File: config.mk
export PLATFORM = sky130hd
export DESIGN_NAME = rxpp_endpoint
export DESIGN_NICKNAME = d
export VERILOG_FILES = /design/src/rtl/rxpp_pkg.sv /design/src/rtl/rxpp_bank.sv /design/src/rtl/rxpp_fill.sv /design/src/rtl/rxpp_cpu_regs.sv /design/src/rtl/rxpp_endpoint.sv
export SDC_FILE = /design/constraint.sdc
export NUM_CORES = 1
export LEC_CHECK = 0
export CAP_MARGIN = 15
export CELL_PAD_IN_SITES_DETAIL_PLACEMENT = 0
export CELL_PAD_IN_SITES_GLOBAL_PLACEMENT = 1
export CORE_MARGIN = 2
export CORE_UTILIZATION = 60
export DETAILED_ROUTE_END_ITERATION = 12
export DONT_BUFFER_PORTS = 1
export GPL_ROUTABILITY_DRIVEN = 0
export HOLD_SLACK_MARGIN = 0.05
export PLACE_DENSITY_LB_ADDON = 0.1
export SYNTH_ARGS = -nofsm -noshare
export SYNTH_HDL_FRONTEND = slang
export SYNTH_SLANG_ARGS = --single-unit
File: constraint.sdc
create_clock -name clk -period 7.96 [get_ports clk]
set_input_delay 0.796 -clock clk [delete_from_list [all_inputs] [get_ports clk]]
set_output_delay 0.796 -clock clk [all_outputs]
set_load 0.01 [all_outputs]
File: src/rtl/rxpp_pkg.sv
package rxpp_pkg;
  localparam int unsigned NBANK = 2;

  typedef enum logic [1:0] {
    FILL_IDLE = 2'd0,
    FILL_BUSY = 2'd1,
    FILL_DROP = 2'd2
  } fill_state_e;

  localparam logic [1:0] ADDR_DATA = 2'd0;
  localparam logic [1:0] ADDR_SIZE = 2'd1;
  localparam logic [1:0] ADDR_STAT = 2'd2;
  localparam logic [1:0] ADDR_TRIG = 2'd3;
  localparam int unsigned TRIG_RELEASE_BIT = 5;

  // Saturating byte count: stays at the bank depth once reached.
  function automatic int unsigned sat_incr(int unsigned cnt, int unsigned depth);
    return (cnt < depth) ? cnt + 1 : depth;
  endfunction

  // Size seen by software: count only when the bank holds a complete packet.
  function automatic logic [7:0] visible_size(logic full, int unsigned cnt);
    return full ? 8'(cnt) : 8'd0;
  endfunction
endpackage

File: src/rtl/rxpp_bank.sv
module rxpp_bank #(
  parameter int unsigned DEPTH  = 64,
  parameter int unsigned DATA_W = 8,
  localparam int unsigned CNT_W = $clog2(DEPTH + 1),
  localparam int unsigned IDX_W = (DEPTH > 1) ? $clog2(DEPTH) : 1
) (
  input  logic              clk,
  input  logic              rst_n,
  input  logic              wr_en,
  input  logic [DATA_W-1:0] wr_data,
  input  logic              wr_last,
  input  logic              clr,
  input  logic [CNT_W-1:0]  rd_idx,
  output logic [DATA_W-1:0] rd_data,
  output logic [CNT_W-1:0]  count,
  output logic              full,
  output logic              ovr
);
  import rxpp_pkg::*;

  logic [DATA_W-1:0] mem [DEPTH];
  logic              room;

  assign room = (count < CNT_W'(DEPTH));

  always_ff @(posedge clk) begin
    if (wr_en && room) mem[count[IDX_W-1:0]] <= wr_data;
  end

  always_ff @(posedge clk or negedge rst_n) begin
    if (!rst_n) begin
      count <= '0;
      full  <= 1'b0;
      ovr   <= 1'b0;
    end else if (clr) begin
      count <= '0;
      full  <= 1'b0;
      ovr   <= 1'b0;
    end else if (wr_en) begin
      count <= CNT_W'(sat_incr(count, DEPTH));
      if (!room)   ovr  <= 1'b1;
      if (wr_last) full <= 1'b1;
    end
  end

  assign rd_data = (rd_idx < count) ? mem[rd_idx[IDX_W-1:0]] : '0;

  assert_no_write_full_R5: assert property (@(posedge clk) disable iff (!rst_n)
    wr_en |-> !full);
  assert_count_bound_R6: assert property (@(posedge clk) disable iff (!rst_n)
    count <= CNT_W'(DEPTH));
  assert_clear_empties_R7: assert property (@(posedge clk) disable iff (!rst_n)
    clr |=> (!full && count == '0 && !ovr));
endmodule

File: src/rtl/rxpp_fill.sv
module rxpp_fill (
  input  logic       clk,
  input  logic       rst_n,
  input  logic       pkt_valid,
  input  logic       pkt_last,
  input  logic [1:0] full,
  output logic [1:0] wr_en,
  output logic       nak,
  output logic       wr_sel
);
  import rxpp_pkg::*;

  fill_state_e state;
  logic        accept;
  logic        done_pkt;

  assign nak      = full[wr_sel];
  assign accept   = pkt_valid && ((state == FILL_BUSY) || (state == FILL_IDLE && !full[wr_sel]));
  assign done_pkt = accept && pkt_last;

  always_comb begin
    for (int b = 0; b < 2; b++) wr_en[b] = accept && (wr_sel == 1'(b));
  end

  always_ff @(posedge clk or negedge rst_n) begin
    if (!rst_n) begin
      state  <= FILL_IDLE;
      wr_sel <= 1'b0;
    end else begin
      if (done_pkt) wr_sel <= ~wr_sel;
      unique case (state)
        FILL_IDLE: if (pkt_valid && !pkt_last) state <= full[wr_sel] ? FILL_DROP : FILL_BUSY;
        FILL_BUSY: if (pkt_valid && pkt_last)  state <= FILL_IDLE;
        FILL_DROP: if (pkt_valid && pkt_last)  state <= FILL_IDLE;
        default:   state <= FILL_IDLE;
      endcase
    end
  end

  assert_nak_both_full_R5: assert property (@(posedge clk) disable iff (!rst_n)
    nak |-> (full == 2'b11));
  assert_drop_no_write_R5: assert property (@(posedge clk) disable iff (!rst_n)
    (state == FILL_DROP) |-> (wr_en == 2'b00));
  assert_one_bank_write_R2: assert property (@(posedge clk) disable iff (!rst_n)
    $onehot0(wr_en));
endmodule

File: src/rtl/rxpp_cpu_regs.sv
module rxpp_cpu_regs #(
  parameter int unsigned CNT_W  = 7,
  parameter int unsigned DATA_W = 8
) (
  input  logic                       clk,
  input  logic                       rst_n,
  input  logic [1:0]                 cpu_addr,
  input  logic                       cpu_wr,
  input  logic                       cpu_rd,
  input  logic [7:0]                 cpu_wdata,
  input  logic [1:0]                 full,
  input  logic [1:0]                 ovr,
  input  logic [1:0][CNT_W-1:0]      count,
  input  logic [1:0][DATA_W-1:0]     bank_rdata,
  input  logic                       nak,
  output logic                       rd_sel,
  output logic [CNT_W-1:0]           rd_idx,
  output logic [1:0]                 clr,
  output logic [7:0]                 cpu_rdata
);
  import rxpp_pkg::*;

  logic             rel_pulse;
  logic             release_ok;
  logic             pop;
  logic [CNT_W-1:0] sel_cnt;
  logic             sel_full;

  assign sel_cnt    = count[rd_sel];
  assign sel_full   = full[rd_sel];
  assign release_ok = rel_pulse && sel_full;
  assign pop        = cpu_rd && (cpu_addr == ADDR_DATA) && sel_full && (rd_idx < sel_cnt);

  always_comb begin
    for (int b = 0; b < 2; b++) clr[b] = release_ok && (rd_sel == 1'(b));
  end

  always_ff @(posedge clk or negedge rst_n) begin
    if (!rst_n) begin
      rel_pulse <= 1'b0;
      rd_sel    <= 1'b0;
      rd_idx    <= '0;
    end else begin
      rel_pulse <= cpu_wr && (cpu_addr == ADDR_TRIG) && cpu_wdata[TRIG_RELEASE_BIT];
      if (release_ok) begin
        rd_sel <= ~rd_sel;
        rd_idx <= '0;
      end else if (pop) begin
        rd_idx <= rd_idx + 1'b1;
      end
    end
  end

  always_comb begin
    unique case (cpu_addr)
      ADDR_DATA: cpu_rdata = sel_full ? 8'(bank_rdata[rd_sel]) : 8'h00;
      ADDR_SIZE: cpu_rdata = visible_size(sel_full, sel_cnt);
      ADDR_STAT: cpu_rdata = {5'b0, nak, sel_full & ovr[rd_sel], sel_full};
      default:   cpu_rdata = 8'h00;
    endcase
  end

  assert_trig_reads_zero_R8: assert property (@(posedge clk) disable iff (!rst_n)
    (cpu_addr == ADDR_TRIG) |-> (cpu_rdata == 8'h00));
  assert_empty_release_ignored_R9: assert property (@(posedge clk) disable iff (!rst_n)
    (rel_pulse && !sel_full) |=> $stable(rd_sel));
  assert_avail_has_size_R2: assert property (@(posedge clk) disable iff (!rst_n)
    (cpu_addr == ADDR_SIZE && sel_full) |-> (cpu_rdata != 8'h00));
  assert_release_restart_R10: assert property (@(posedge clk) disable iff (!rst_n)
    release_ok |=> (rd_idx == '0));
endmodule

File: src/rtl/rxpp_endpoint.sv
module rxpp_endpoint #(
  parameter int unsigned DEPTH  = 64,
  parameter int unsigned DATA_W = 8,
  localparam int unsigned CNT_W = $clog2(DEPTH + 1)
) (
  input  logic              clk,
  input  logic              rst_n,
  input  logic              pkt_valid,
  input  logic [DATA_W-1:0] pkt_data,
  input  logic              pkt_last,
  output logic              pkt_nak,
  input  logic [1:0]        cpu_addr,
  input  logic              cpu_wr,
  input  logic              cpu_rd,
  input  logic [7:0]        cpu_wdata,
  output logic [7:0]        cpu_rdata
);
  import rxpp_pkg::*;

  logic [1:0]              wr_en;
  logic [1:0]              clr;
  logic [1:0]              full;
  logic [1:0]              ovr;
  logic [1:0][CNT_W-1:0]   count;
  logic [1:0][DATA_W-1:0]  bank_rdata;
  logic                    wr_sel;
  logic                    rd_sel;
  logic [CNT_W-1:0]        rd_idx;

  rxpp_fill u_fill (
    .clk(clk), .rst_n(rst_n), .pkt_valid(pkt_valid), .pkt_last(pkt_last),
    .full(full), .wr_en(wr_en), .nak(pkt_nak), .wr_sel(wr_sel)
  );

  for (genvar b = 0; b < NBANK; b++) begin : g_bank
    rxpp_bank #(.DEPTH(DEPTH), .DATA_W(DATA_W)) u_bank (
      .clk(clk), .rst_n(rst_n), .wr_en(wr_en[b]), .wr_data(pkt_data),
      .wr_last(pkt_last), .clr(clr[b]), .rd_idx(rd_idx),
      .rd_data(bank_rdata[b]), .count(count[b]), .full(full[b]), .ovr(ovr[b])
    );
  end

  rxpp_cpu_regs #(.CNT_W(CNT_W), .DATA_W(DATA_W)) u_regs (
    .clk(clk), .rst_n(rst_n), .cpu_addr(cpu_addr), .cpu_wr(cpu_wr),
    .cpu_rd(cpu_rd), .cpu_wdata(cpu_wdata), .full(full), .ovr(ovr),
    .count(count), .bank_rdata(bank_rdata), .nak(pkt_nak),
    .rd_sel(rd_sel), .rd_idx(rd_idx), .clr(clr), .cpu_rdata(cpu_rdata)
  );

  assert_fifo_order_R4: assert property (@(posedge clk) disable iff (!rst_n)
    (full[rd_sel] == 1'b0) |-> (full[~rd_sel] == 1'b0));
  assert_wr_sel_matches_R4: assert property (@(posedge clk) disable iff (!rst_n)
    (full == 2'b00) |-> (wr_sel == rd_sel));
endmodule

Yosys cells after proc, flatten, opt, wreduce, memory -nomap -nowiden
Memories as Yosys holds them, arrays and structs flattened.
Index checks and enable logic that the tools add are counted.

operators by class
  add/subtract/negate cells = 3
  magnitude comparators = 9
  eq/ne operators = 9
  muxes and demuxes = 42
  bitwise operators = 3
  reduce and logical (&&, ||, !) cells = 33

operators with widths
  kind                                                                  count
  7-bit 2-to-1 mux                                                      11
  8-bit 2-to-1 mux                                                      5
  7-bit < comparator, second input constant                             4
  8-bit one-hot mux with 3 select lines                                 1
  7-bit by 1-bit adder with 7-bit output, second input constant         3
  7-bit < comparator                                                    3
  1-bit 2-to-1 mux                                                      21
  1-bit logical AND                                                     17
  2-bit AND reduction                                                   5
  2-bit nonzero test                                                    5
  2-bit == test, second input constant                                  3
  2-bit 2-to-1 mux                                                      3
  2-bit by 1-bit != test with 1-bit output, second input constant       3
  2-bit by 1-bit == test with 1-bit output, second input constant       2
  2-bit logical NOT                                                     2
  1-bit by 2-bit < comparator with 1-bit output, second input constant  2
  2-bit one-hot mux with 2 select lines                                 1
  1-bit logical NOT                                                     2
  2-bit != test, second input constant                                  1
  1-bit NOT                                                             2
  2-bit OR reduction                                                    1
  1-bit AND                                                             1
  1-bit logical OR                                                      1

storage, ports and cells
  register bits = 30
  bits in writable memories = 1024
  output and inout bits = 9
  logic and storage cells = 112
  memories kept = 2

memories
  name                  words  bits a word  read ports  clocked after memory_dff  write ports  RTL line         RTL
  g_bank[0].u_bank.mem  64     8            1           0                         1            rxpp_bank.sv:21  logic [DATA_W-1:0] mem [DEPTH];
  g_bank[1].u_bank.mem  64     8            1           0                         1            rxpp_bank.sv:21

Longest topological paths before layout
Gate-level depths: netlist (run 1).

  depth after elaboration = 10
  gate-level depth with buffers = 10
  gate-level depth less buffers = 8

Modules after synthesis
A second synthesis (run 1) with hierarchy kept.

second synthesis, totals
  cell total of the unflattened synthesis = 2201
  area, all modules = 42494.5 um2

by module, submodules not included
  module         instances  cells each  area each (um2)  sequential area each (um2)
  rxpp_bank      2          1036        20642.3          15600.0
  rxpp_cpu_regs  1          103         984.7            225.2
  rxpp_fill      1          26          225.2            75.1

Worst setup path before layout (run 1)
Ideal clock, no wire load.

  path type = reg-to-output
  start = register u_regs.rd_idx[0]
  end = output port cpu_rdata[1]
  arrival = 2197 ps
  required time = 7164 ps
  setup slack = 4967 ps
  cell stages (with the launch flop) = 9
  buffers on the path = 3
  cells stage by stage = dfrtp_1 -> buf_4 -> buf_6 -> buf_2 -> mux4_2 -> o211ai_1 -> nand4_1 -> o31ai_1 -> nand4_1

between the ends
  word-level cells in the longest chain between the ends = 6
  elaborated cells on any way between the ends = 10

RTL lines
  what                                                                 RTL line             RTL
  from (decl)                                                          rxpp_cpu_regs.sv:17  output logic [CNT_W-1:0] rd_idx,
  from (signal assigned)                                               rxpp_cpu_regs.sv:49  rd_idx <= rd_idx + 1'b1;
  memory read 64 x 8 bit / 7-bit < comparator (equally long branches)  -
  8-bit 2-to-1 mux                                                     rxpp_bank.sv:46      assign rd_data = (rd_idx < count) ? mem[rd_idx[IDX_W-1:0]] : '0;
  8-bit 2-to-1 mux (implied by the code) * (2 in series)               rxpp_cpu_regs.sv:56  ADDR_DATA: cpu_rdata = sel_full ? 8'(bank_rdata[rd_sel]) : 8'h00;
  8-bit 2-to-1 mux *                                                   rxpp_cpu_regs.sv:56
  8-bit one-hot mux with 3 select lines *                              rxpp_cpu_regs.sv:55  unique case (cpu_addr)
  to (decl)                                                            rxpp_endpoint.sv:16  output logic [7:0] cpu_rdata

Every way passes the cells marked *; elsewhere a longest branch is shown, timed or not. The select of a mux whose other input is x is not followed.

Worst setup path after layout (run 1)
  start = register u_regs.rd_idx[1]
  end = output port cpu_rdata[3]

The elaborated chain is that of the path after synthesis.

==> results.yml, run 1 <==
status:
  run_status: "finished clean"
die:
  die_x_um: 268
  num_rows: 96
  die_h_um: 268
  start_util: 0.607
  core_um2: 68700
  pin_count: 33
  die-area_um2: 71600
sta:
  worstMarginPinSlew_ns: 1.09
  fmax_mhz: 186
  maxSlewHeadroom: 0.265
  setup_viol: 0
  timing.setup.tns_ns: 0
  hold_viol_final: 0
  post-route-period-util: 0.676
  drv_slew: 0
  grt_setup_unrepaired: "no"
  worst_slack_ns: 2.58
  fin_crit_ns: 5.38
  skew_ns: 0.0209
  fin_hold_ws_ns: 0.228
synth:
  synth_commonest_cells: "edfxtp_1, mux4_2, nor2_1"
  synthesis.area_um2: 41700
  postSynthRegisterBits: 1054
  synth_top_family_by_area: "multiplexers"
  muxShareOfSynthArea: 0.144
  yosys.area_share.simple: 0.0372
  synth_top_area_frac: 0.737
  synth_cells: 2110
  synth_flop_cell: "edfxtp_1"
  synthAdderAreaFrac: 0.00690
  synth_compound_area_frac: 0.0409
  yosysSeqAreaShare: 0.755
  syn_avg_cell_area_um2: 19.8
  synth_most_common_cell: "edfxtp_1"
  ys_top_cells_by_area: "edfxtp_1, mux4_2, mux2i_1"
  synth_cell_types: 60
  syn_nets: 2157
  async_flop_share: 0.0285
  synth_top_area_cell: "edfxtp_1"
  yosys_warnings: 0
  synth-xor-area-share: 0.000210
  synth_edf_count: 1024
global_routing:
  grt_pass1_wl_um: 142000
  antenna_found_initial: 1
  grt_pass1_vias: 20900
  grt_use_met2: 0.446
  grt-busiest-layer: "met2"
  overflow: 0
  grt_max_degree: 129
  met3_usage: 0.0471
  grtUsageMet1: 0.399
  grt_usage: 0.278
placed_design:
  preCtsSetupSlack_ns: 3.34
  dp_hpwl_um: 55500
  io_buffers: 0
routing:
  ant_nets: 0
  drc: 0
  via_count: 20800
  drtPass1Iterations: 6
  vias_per_cell: 6.59
  wl_per_cell_um: 30.7
  drt_wl_total_um: 96500
  drt-initial-drc-count: 2399
run:
  drv_cap: 0
layout:
  nNetsFinal: 2178
  drive_gt1_frac: 0.187
  final_core_util: 0.670
  area_growth_pct: 10.4
clock_tree:
  cts_root_buffer: "clkbuf_16"
  cts_tree: "built"
  insertion_delay_ns: 0.67
  post_cts_buffers: 0
  numCtsBuffers: 104
  htree_levels: 3
  clkSlewWorstSetupHoldPaths_ns: 0.06
  cts.path.max_buffers: 3
  cts.sinks: 1054
worst_hold_path:
  min_from: "pkt_data[2]"
  hp-class: "input pin to flip-flop"
worst_setup_path:
  setup.worst_path.end_class: "output port"
  reg2reg_from: "u_fill.state[0]"
  arrival_ns: 4.58
  worst_setup_path_start_kind: "flip-flop"
  critical_path_required_ns: 7.16
  path_max_fanout: 51
  path_class: "flip-flop to output port"
  critPathLaunch: "u_regs.rd_idx[1]"
pwr:
  power_leakage_nw: 14.1
  power_density_nw_per_um2: 310
  peakVddDrop_mv: 0.217
cells by family after synthesis:
group	after synthesis
flip-flops	1054
multiplexers	317
AND/OR/NAND/NOR	334
AO/OA/AOI/OAI	250
buffers and inverters	131
XOR/XNOR	1
adder cells (fa/ha/maj)	23
worst max-delay path: stages, from the launching register on:
cell     delay [ns]
dfrtp_4        0.97
buf_4          0.78
mux4_2         0.42
o22ai_1        0.35
nor4_1         0.18
o31ai_1        0.70
nand4_1        0.43
flip-flops by register name, indices dropped and copies added, names as in the netlist:
signal               cells
g_bank.u_bank.full       2
u_regs.rel_pulse         1
g_bank.u_bank.ovr        2
g_bank.u_bank.count     14
u_regs.rd_idx            7
u_regs.rd_sel            1
u_fill.state             2
g_bank.u_bank.mem     1024
u_fill.wr_sel            1
through the flow:
stage,cells,power [mW],area [um2]
3_5_place_dp,2954,9.42,42500
6_report,3149,14.3,46000
3_3_place_gp,2954,9.41,42500
2_1_floorplan,2110,8.58,41700
4_1_cts,3148,14.3,46000
5_1_grt,3149,14.7,46000
final cells by class:
cell class	instances	area, um2
diodes	1	2.50
clock buffers	128	2700
clock inverters	64	768
fillers	4513	22700
inverters	21	78.8
multi-input cells	925	9560
flip-flops and latches	1054	31500
well taps	931	1160
repair buffers	25	253
timing repair:
| action | in CTS | in global routing |
|---|---|---|
| hold endpoints to repair | 30 | 0 |
| hold buffers | 2 | 0 |
| gates resized for setup | 0 | 0 |
cells in the final DEF (no fill, tap or decap), drive strengths merged, types with 16 or more instances in the layout:
master and count:
o221ai 16, clkbuf 128, dfrtp 30, edfxtp 1024, nand2 45, buf 24, clkinv 43, ha 23
o22ai 44, o21ai 30, mux2i 84, a22oi 38, mux4 224, a21oi 45, inv 25, nand3 31
nor2 168
worst paths after layout:
kind,end,slack [ns],cells past startpoint
min,g_bank[0].u_bank.mem[31][2],0.23,0
max,cpu_rdata[3],2.58,6
min in group asynchronous,u_fill.wr_sel,0.58,2
min reg2reg,g_bank[1].u_bank.ovr,0.50,2
max in group asynchronous,u_regs.rd_idx[0],7.19,2
max reg2reg,g_bank[1].u_bank.mem[30][0],4.16,7
metal layers:
layer  routed length, um  up-vias
li1                    -     8804
met1               38700    10900
met2               47300      881
met3                7470      150
met4                3100        0
met5                   0        -
power breakdown:
group / internal, mW / total, mW / switching (mW)
Combinational: 1.32 / 2.98 / 1.65
Sequential: 6.14 / 6.33 / 0.189
Clock: 2.91 / 4.97 / 2.06
Note: power is estimated with default switching activity, not from simulation.
==> run 2, diff against run 1 <==
--- a/config.mk
+++ b/config.mk
@@ -9,7 +9,7 @@
 export CELL_PAD_IN_SITES_DETAIL_PLACEMENT = 0
 export CELL_PAD_IN_SITES_GLOBAL_PLACEMENT = 1
 export CORE_MARGIN = 2
-export CORE_UTILIZATION = 60
+export CORE_UTILIZATION = 56
 export DETAILED_ROUTE_END_ITERATION = 12
 export DONT_BUFFER_PORTS = 1
 export GPL_ROUTABILITY_DRIVEN = 0
==> constraint.sdc (replaced) <==
create_clock -name clk -period 5.25 [get_ports clk]
set_input_delay 0.525 -clock clk [delete_from_list [all_inputs] [get_ports clk]]
set_output_delay 0.525 -clock clk [all_outputs]
set_load 0.01 [all_outputs]
==> results.yml, run 2 (synthesis results as in run 1) <==
sta:
  skew_ns: 0.0209
  maxSlewHeadroom: 0.310
  post-route-period-util: 0.936
  setup_viol: 0
  worstMarginPinSlew_ns: 1.02
  fmax_mhz: 204
  drv_slew: 0
  hold_viol_final: 0
  timing.setup.tns_ns: 0
  grt_setup_unrepaired: "no"
  fin_crit_ns: 4.91
  fin_hold_ws_ns: 0.146
routing:
  vias_per_cell: 6.45
  wl_per_cell_um: 30.4
  drt-initial-drc-count: 2451
  drc: 0
  via_count: 20800
  drtPass1Iterations: 5
  drt_wl_total_um: 98000
  ant_nets: 0
pwr:
  peakVddDrop_mv: 0.401
  power_leakage_nw: 14.3
  power_density_nw_per_um2: 468
placed_design:
  dp_hpwl_um: 58500
  place_area_um2: 42800
  io_buffers: 0
worst_setup_path:
  worst_setup_path_start_kind: "flip-flop"
  r2r_setup_slack_ns: 1.45
  path_max_fanout: 32
  arrival_ns: 4.39
  critical_path_required_ns: 4.72
  path_class: "flip-flop to output port"
  setup.worst_path.end_class: "output port"
die:
  die-area_um2: 76700
  num_rows: 100
  die_x_um: 277
  die_h_um: 277
  pin_count: 33
  start_util: 0.563
  core_um2: 74100
clock_tree:
  cts.sinks: 1054
  clkSlewWorstSetupHoldPaths_ns: 0.06
  cts.path.max_buffers: 3
  cts_tree: "built"
  numCtsBuffers: 105
  htree_levels: 3
  post_cts_buffers: 0
  cts_root_buffer: "clkbuf_16"
  insertion_delay_ns: 0.67
global_routing:
  grt_max_degree: 129
  overflow: 0
  grt_pass1_vias: 21000
  grt_use_met2: 0.412
  grt_pass1_wl_um: 145000
  met3_usage: 0.0352
  grtUsageMet1: 0.376
  antenna_found_initial: 2
  grt_usage: 0.260
  grt-busiest-layer: "met2"
layout:
  area_growth_pct: 11.4
  nNetsFinal: 2213
  drive_gt1_frac: 0.200
  fill_cells: 5181
  largest_register_ffs: 1024
  fin_area_um2: 46500
  mostFrequentLayoutCell: "edfxtp_1"
  mostFrequentLayoutCells: "edfxtp_1, mux4_2, nor2_1, clkbuf_16, mux2i_1"
worst_hold_path:
  hp-class: "input pin to flip-flop"
run:
  drv_cap: 0
status:
  run_status: "finished clean"
==> run 2: cell types whose count changed in the layout (fill, tap and decap cells not counted), moves of 3 or more <==
cell,previous run,this run
buf_12,5,8
buf_16,0,8
buf_4,19,39
bufinv_16,15,8
clkbuf_1,23,19
clkbuf_16,104,108
clkbuf_8,1,7
dlygate4sd3_1,1,4
==> run 2: path summary, 6_finish.rpt <==
check	cells after the start	endpoint	startpoint
setup reg to reg	7	g_bank[1].u_bank.mem[46][6]	u_fill.state[0]
setup / recovery	6	cpu_rdata[2]	u_regs.rd_idx[0]
min in group asynchronous	2	u_regs.rel_pulse	rst_n
hold / removal	3	u_fill.state[0]	pkt_valid
max in group asynchronous	2	u_regs.rd_idx[0]	rst_n
hold reg to reg	1	g_bank[0].u_bank.ovr	g_bank[0].u_bank.ovr
==> run 2: worst max-delay path: stages, from the launching register on <==
cell and delay [ns]:
dfrtp_4 0.88, buf_4 0.67, mux4_2 0.36, o22ai_1 0.08, o41ai_1 0.94, nand3_1 0.30, o21ai_1 0.47
==> run 2: routing by layer <==
metal / vias to the layer above / wire length (um)
met5: - / 0
met3: 153 / 5780
met1: 11000 / 41600
met2: 751 / 47300
met4: 0 / 3350
li1: 8870 / -
==> run 2: repair_timing <==
item                       CTS  global route
hold endpoints to repair  1056             0
resized for setup            0             0
hold buffers                13             0
==> run 2: per-stage QoR <==
stage                     setup slack (ns)  utilization  std cells  power, mW
after floorplan                       2.53            -       2110       13.0
after global placement                1.00        0.578       3015       14.4
after detailed placement              1.06        0.578       3015       14.4
after CTS                            0.255        0.627       3219       21.9
after global routing                 0.256        0.627       3220       22.5
final                                0.338        0.627       3220       21.7
==> run 2: layout make-up <==
class	count	area, um2	share of cell area
Antenna cell	1	2.50	0.0000539
Clock buffer	134	2870	0.0618
Clock inverter	57	515	0.0111
Inverter	21	78.8	0.00170
Multi-Input combinational cell	925	9560	0.206
Sequential cell	1054	31500	0.678
Tap cell	969	1210	0.0261
Timing Repair Buffer	59	713	0.0154
==> run 2: report_power, final <==
group	internal [mW]	switching (mW)	total (mW)
logic	2.11	2.71	4.82
registers	9.32	0.272	9.59
clock network	4.24	3.08	7.33
total	15.7	6.06	21.7
==> run 3, diff against run 2 <==
--- a/config.mk
+++ b/config.mk
@@ -8,11 +8,13 @@
 export CAP_MARGIN = 15
 export CELL_PAD_IN_SITES_DETAIL_PLACEMENT = 0
 export CELL_PAD_IN_SITES_GLOBAL_PLACEMENT = 1
+export CORE_ASPECT_RATIO = 2
 export CORE_MARGIN = 2
 export CORE_UTILIZATION = 56
 export DETAILED_ROUTE_END_ITERATION = 12
 export DONT_BUFFER_PORTS = 1
 export GPL_ROUTABILITY_DRIVEN = 0
+export GPL_TIMING_DRIVEN = 0
 export HOLD_SLACK_MARGIN = 0.05
 export PLACE_DENSITY_LB_ADDON = 0.1
 export SYNTH_ARGS = -nofsm -noshare
==> constraint.sdc (replaced) <==
create_clock -name clk -period 5.25 [get_ports clk]
set_input_delay 0.525 -clock clk [delete_from_list [all_inputs] [get_ports clk]]
set_output_delay 0.525 -clock clk [all_outputs]
set_load 0.05 [all_outputs]
==> results.yml, run 3 (synthesis results as in run 1) <==
status:
  run_status: "finished with violations"
  violations: "setup timing"
routing:
  drt-initial-drc-count: 2420
  vias_per_cell: 6.98
  drc: 0
  wl_per_cell_um: 41.0
  drt_wl_total_um: 132000
  ant_nets: 0
  drtPass1Iterations: 5
  via_count: 22400
layout:
  nNetsFinal: 2267
  drive_gt1_frac: 0.204
  mostFrequentLayoutCells: "edfxtp_1, mux4_2, nor2_1, clkbuf_16, mux2i_1"
  largest_register_ffs: 1024
  instances_no_fill: 3214
  multi_input_area_um2: 9610
  fill_cells: 5165
  area_growth_pct: 10.7
  mostFrequentLayoutCell: "edfxtp_1"
  fin_area_um2: 46200
  regArea_um2: 31500
sta:
  post-route-period-util: 1.02
  drv_slew: 0
  hold_viol_final: 0
  fin_hold_ws_ns: 0.128
  worst_slack_ns: -0.117
  skew_ns: 0.0213
  fin_crit_ns: 5.37
  grt_setup_unrepaired: "no"
  worstMarginPinSlew_ns: 1.14
  setup_viol: 4
  maxSlewHeadroom: 0.237
  fmax_mhz: 186
placed_design:
  dp_hpwl_um: 87300
  io_buffers: 0
  place_inst: 3044
  place_area_um2: 42900
  preCtsSetupSlack_ns: -0.207
clock_tree:
  insertion_delay_ns: 0.70
  cts.path.max_buffers: 3
  clkSlewWorstSetupHoldPaths_ns: 0.07
  cts_tree: "built"
  cts.sinks: 1054
  numCtsBuffers: 86
  cts_root_buffer: "clkbuf_16"
  htree_levels: 3
run:
  drv_cap: 0
global_routing:
  grt_max_degree: 129
  overflow: 0
  antenna_found_initial: 1
  grt_usage: 0.353
  grt_pass1_vias: 23000
  grt_pass1_wl_um: 179000
pwr:
  switchingPower_mw: 7.48
  p_int_mw: 15.2
  power_density_nw_per_um2: 490
  seqPwrFrac: 0.416
  power_leakage_nw: 14.3
  peakVddDrop_mv: 0.490
  switching_share: 0.330
  p_comb_frac: 0.293
  clockPowerShare: 0.291
worst_setup_path:
  arrival_ns: 4.84
  r2r-end: "g_bank[1].u_bank.mem[30][6]"
  reg2reg_from: "u_fill.state[0]"
  slowest_stage: "nand4_1"
  critical_path_required_ns: 4.72
  crit_path_max_incr_delay_ns: 0.60
  r2r_cells: 7
  worst_setup_path_start_kind: "flip-flop"
  setup.worst_path.end_class: "output port"
  path_max_fanout: 10
  path_class: "flip-flop to output port"
  crit_chain: "clkbuf_1, nor2_2, buf_2, clkbuf_1, buf_16, a22oi_1, a21oi_2, o31ai_2, nand4_1"
  r2r_setup_slack_ns: 1.51
  timing.critical_path.mode_cell: "clkbuf_1"
die:
  core_um2: 73700
  num_rows: 141
  start_util: 0.566
  die_x_um: 197
  die-area_um2: 76800
  pin_count: 33
  die_h_um: 390
worst_hold_path:
  min_from: "pkt_valid"
  hold-path-cell-count: 4
  hp-class: "input pin to flip-flop"
  hold_end: "g_bank[0].u_bank.full"
run 3: changes by cell type in the layout (fill, tap and decap cells not counted), moves of 5 or more:
cell / before / now
buf_1: 0 / 6
buf_12: 8 / 2
buf_2: 0 / 22
buf_6: 0 / 8
clkbuf_1: 19 / 50
clkbuf_16: 108 / 88
clkbuf_2: 0 / 7
clkinv_1: 24 / 12
clkinv_2: 17 / 12
run 3: layout make-up:
class	count	share of cell area
Buffer	110	0.0140
Clock buffer	109	0.0500
Tap cell	929	0.0252
Clock inverter	43	0.0105
Sequential cell	1054	0.682
Multi-Input combinational cell	925	0.208
Inverter	21	0.00171
Antenna cell	1	0.0000542
Timing Repair Buffer	22	0.00840
run 3: worst max-delay path: cells and delay by family, from the launching register on:
| kind | cells | cell delay (ns) |
|---|---|---|
| buffers and inverters | 4 | 1.57 |
| AOI/OAI and AO/OA | 3 | 0.92 |
| and+or+nand+nor | 2 | 1.10 |
| DFF | 1 | 0.52 |
run 3: layer usage:
layer	routed length, um	global-route usage	vias up
li1	-	-	8967
met1	40600	0.373	11700
met2	67700	0.604	1351
met3	10200	0.0732	430
met4	13400	0.294	0
met5	0	0	-
run 3: worst max path at each step:
stage,startpoint,to
after CTS,u_regs.rd_idx[1],cpu_rdata[0]
after global routing,u_regs.rd_idx[1],cpu_rdata[5]
after floorplan,u_regs.rd_idx[3],cpu_rdata[4]
after detailed placement,u_regs.rd_idx[1],cpu_rdata[1]
after global placement,u_regs.rd_idx[3],cpu_rdata[4]
final,u_regs.rd_idx[3],cpu_rdata[1]
run 3: per-stage QoR:
stage / utilization / TNS [ns] / power (mW)
floorplan: - / 0 / 13.1
global placement: 0.581 / -2.60 / 15.8
detailed placement: 0.582 / -0.718 / 15.9
CTS: 0.626 / 0 / 22.5
global route: 0.626 / 0 / 23.0
finish: 0.626 / -0.281 / 22.6
run 3: timing repair:
item,4_1_cts,5_1_grt
setup buffers,0,3
resized for setup,40,6
setup endpoints to repair,8,5
pin swaps,3,2
hold buffers,14,0
endpoints found under the hold margin,1052,0
run 3: power groups by stage:
stage | Clock [mW] | Sequential (mW) | Combinational (mW)
CTS | 6.62 | 9.42 | 6.51
global placement | 0 | 9.59 | 6.17
detailed placement | 0 | 9.60 | 6.27
finish | 6.59 | 9.43 | 6.63
floorplan | 0 | 9.55 | 3.56
global route | 6.93 | 9.43 | 6.66
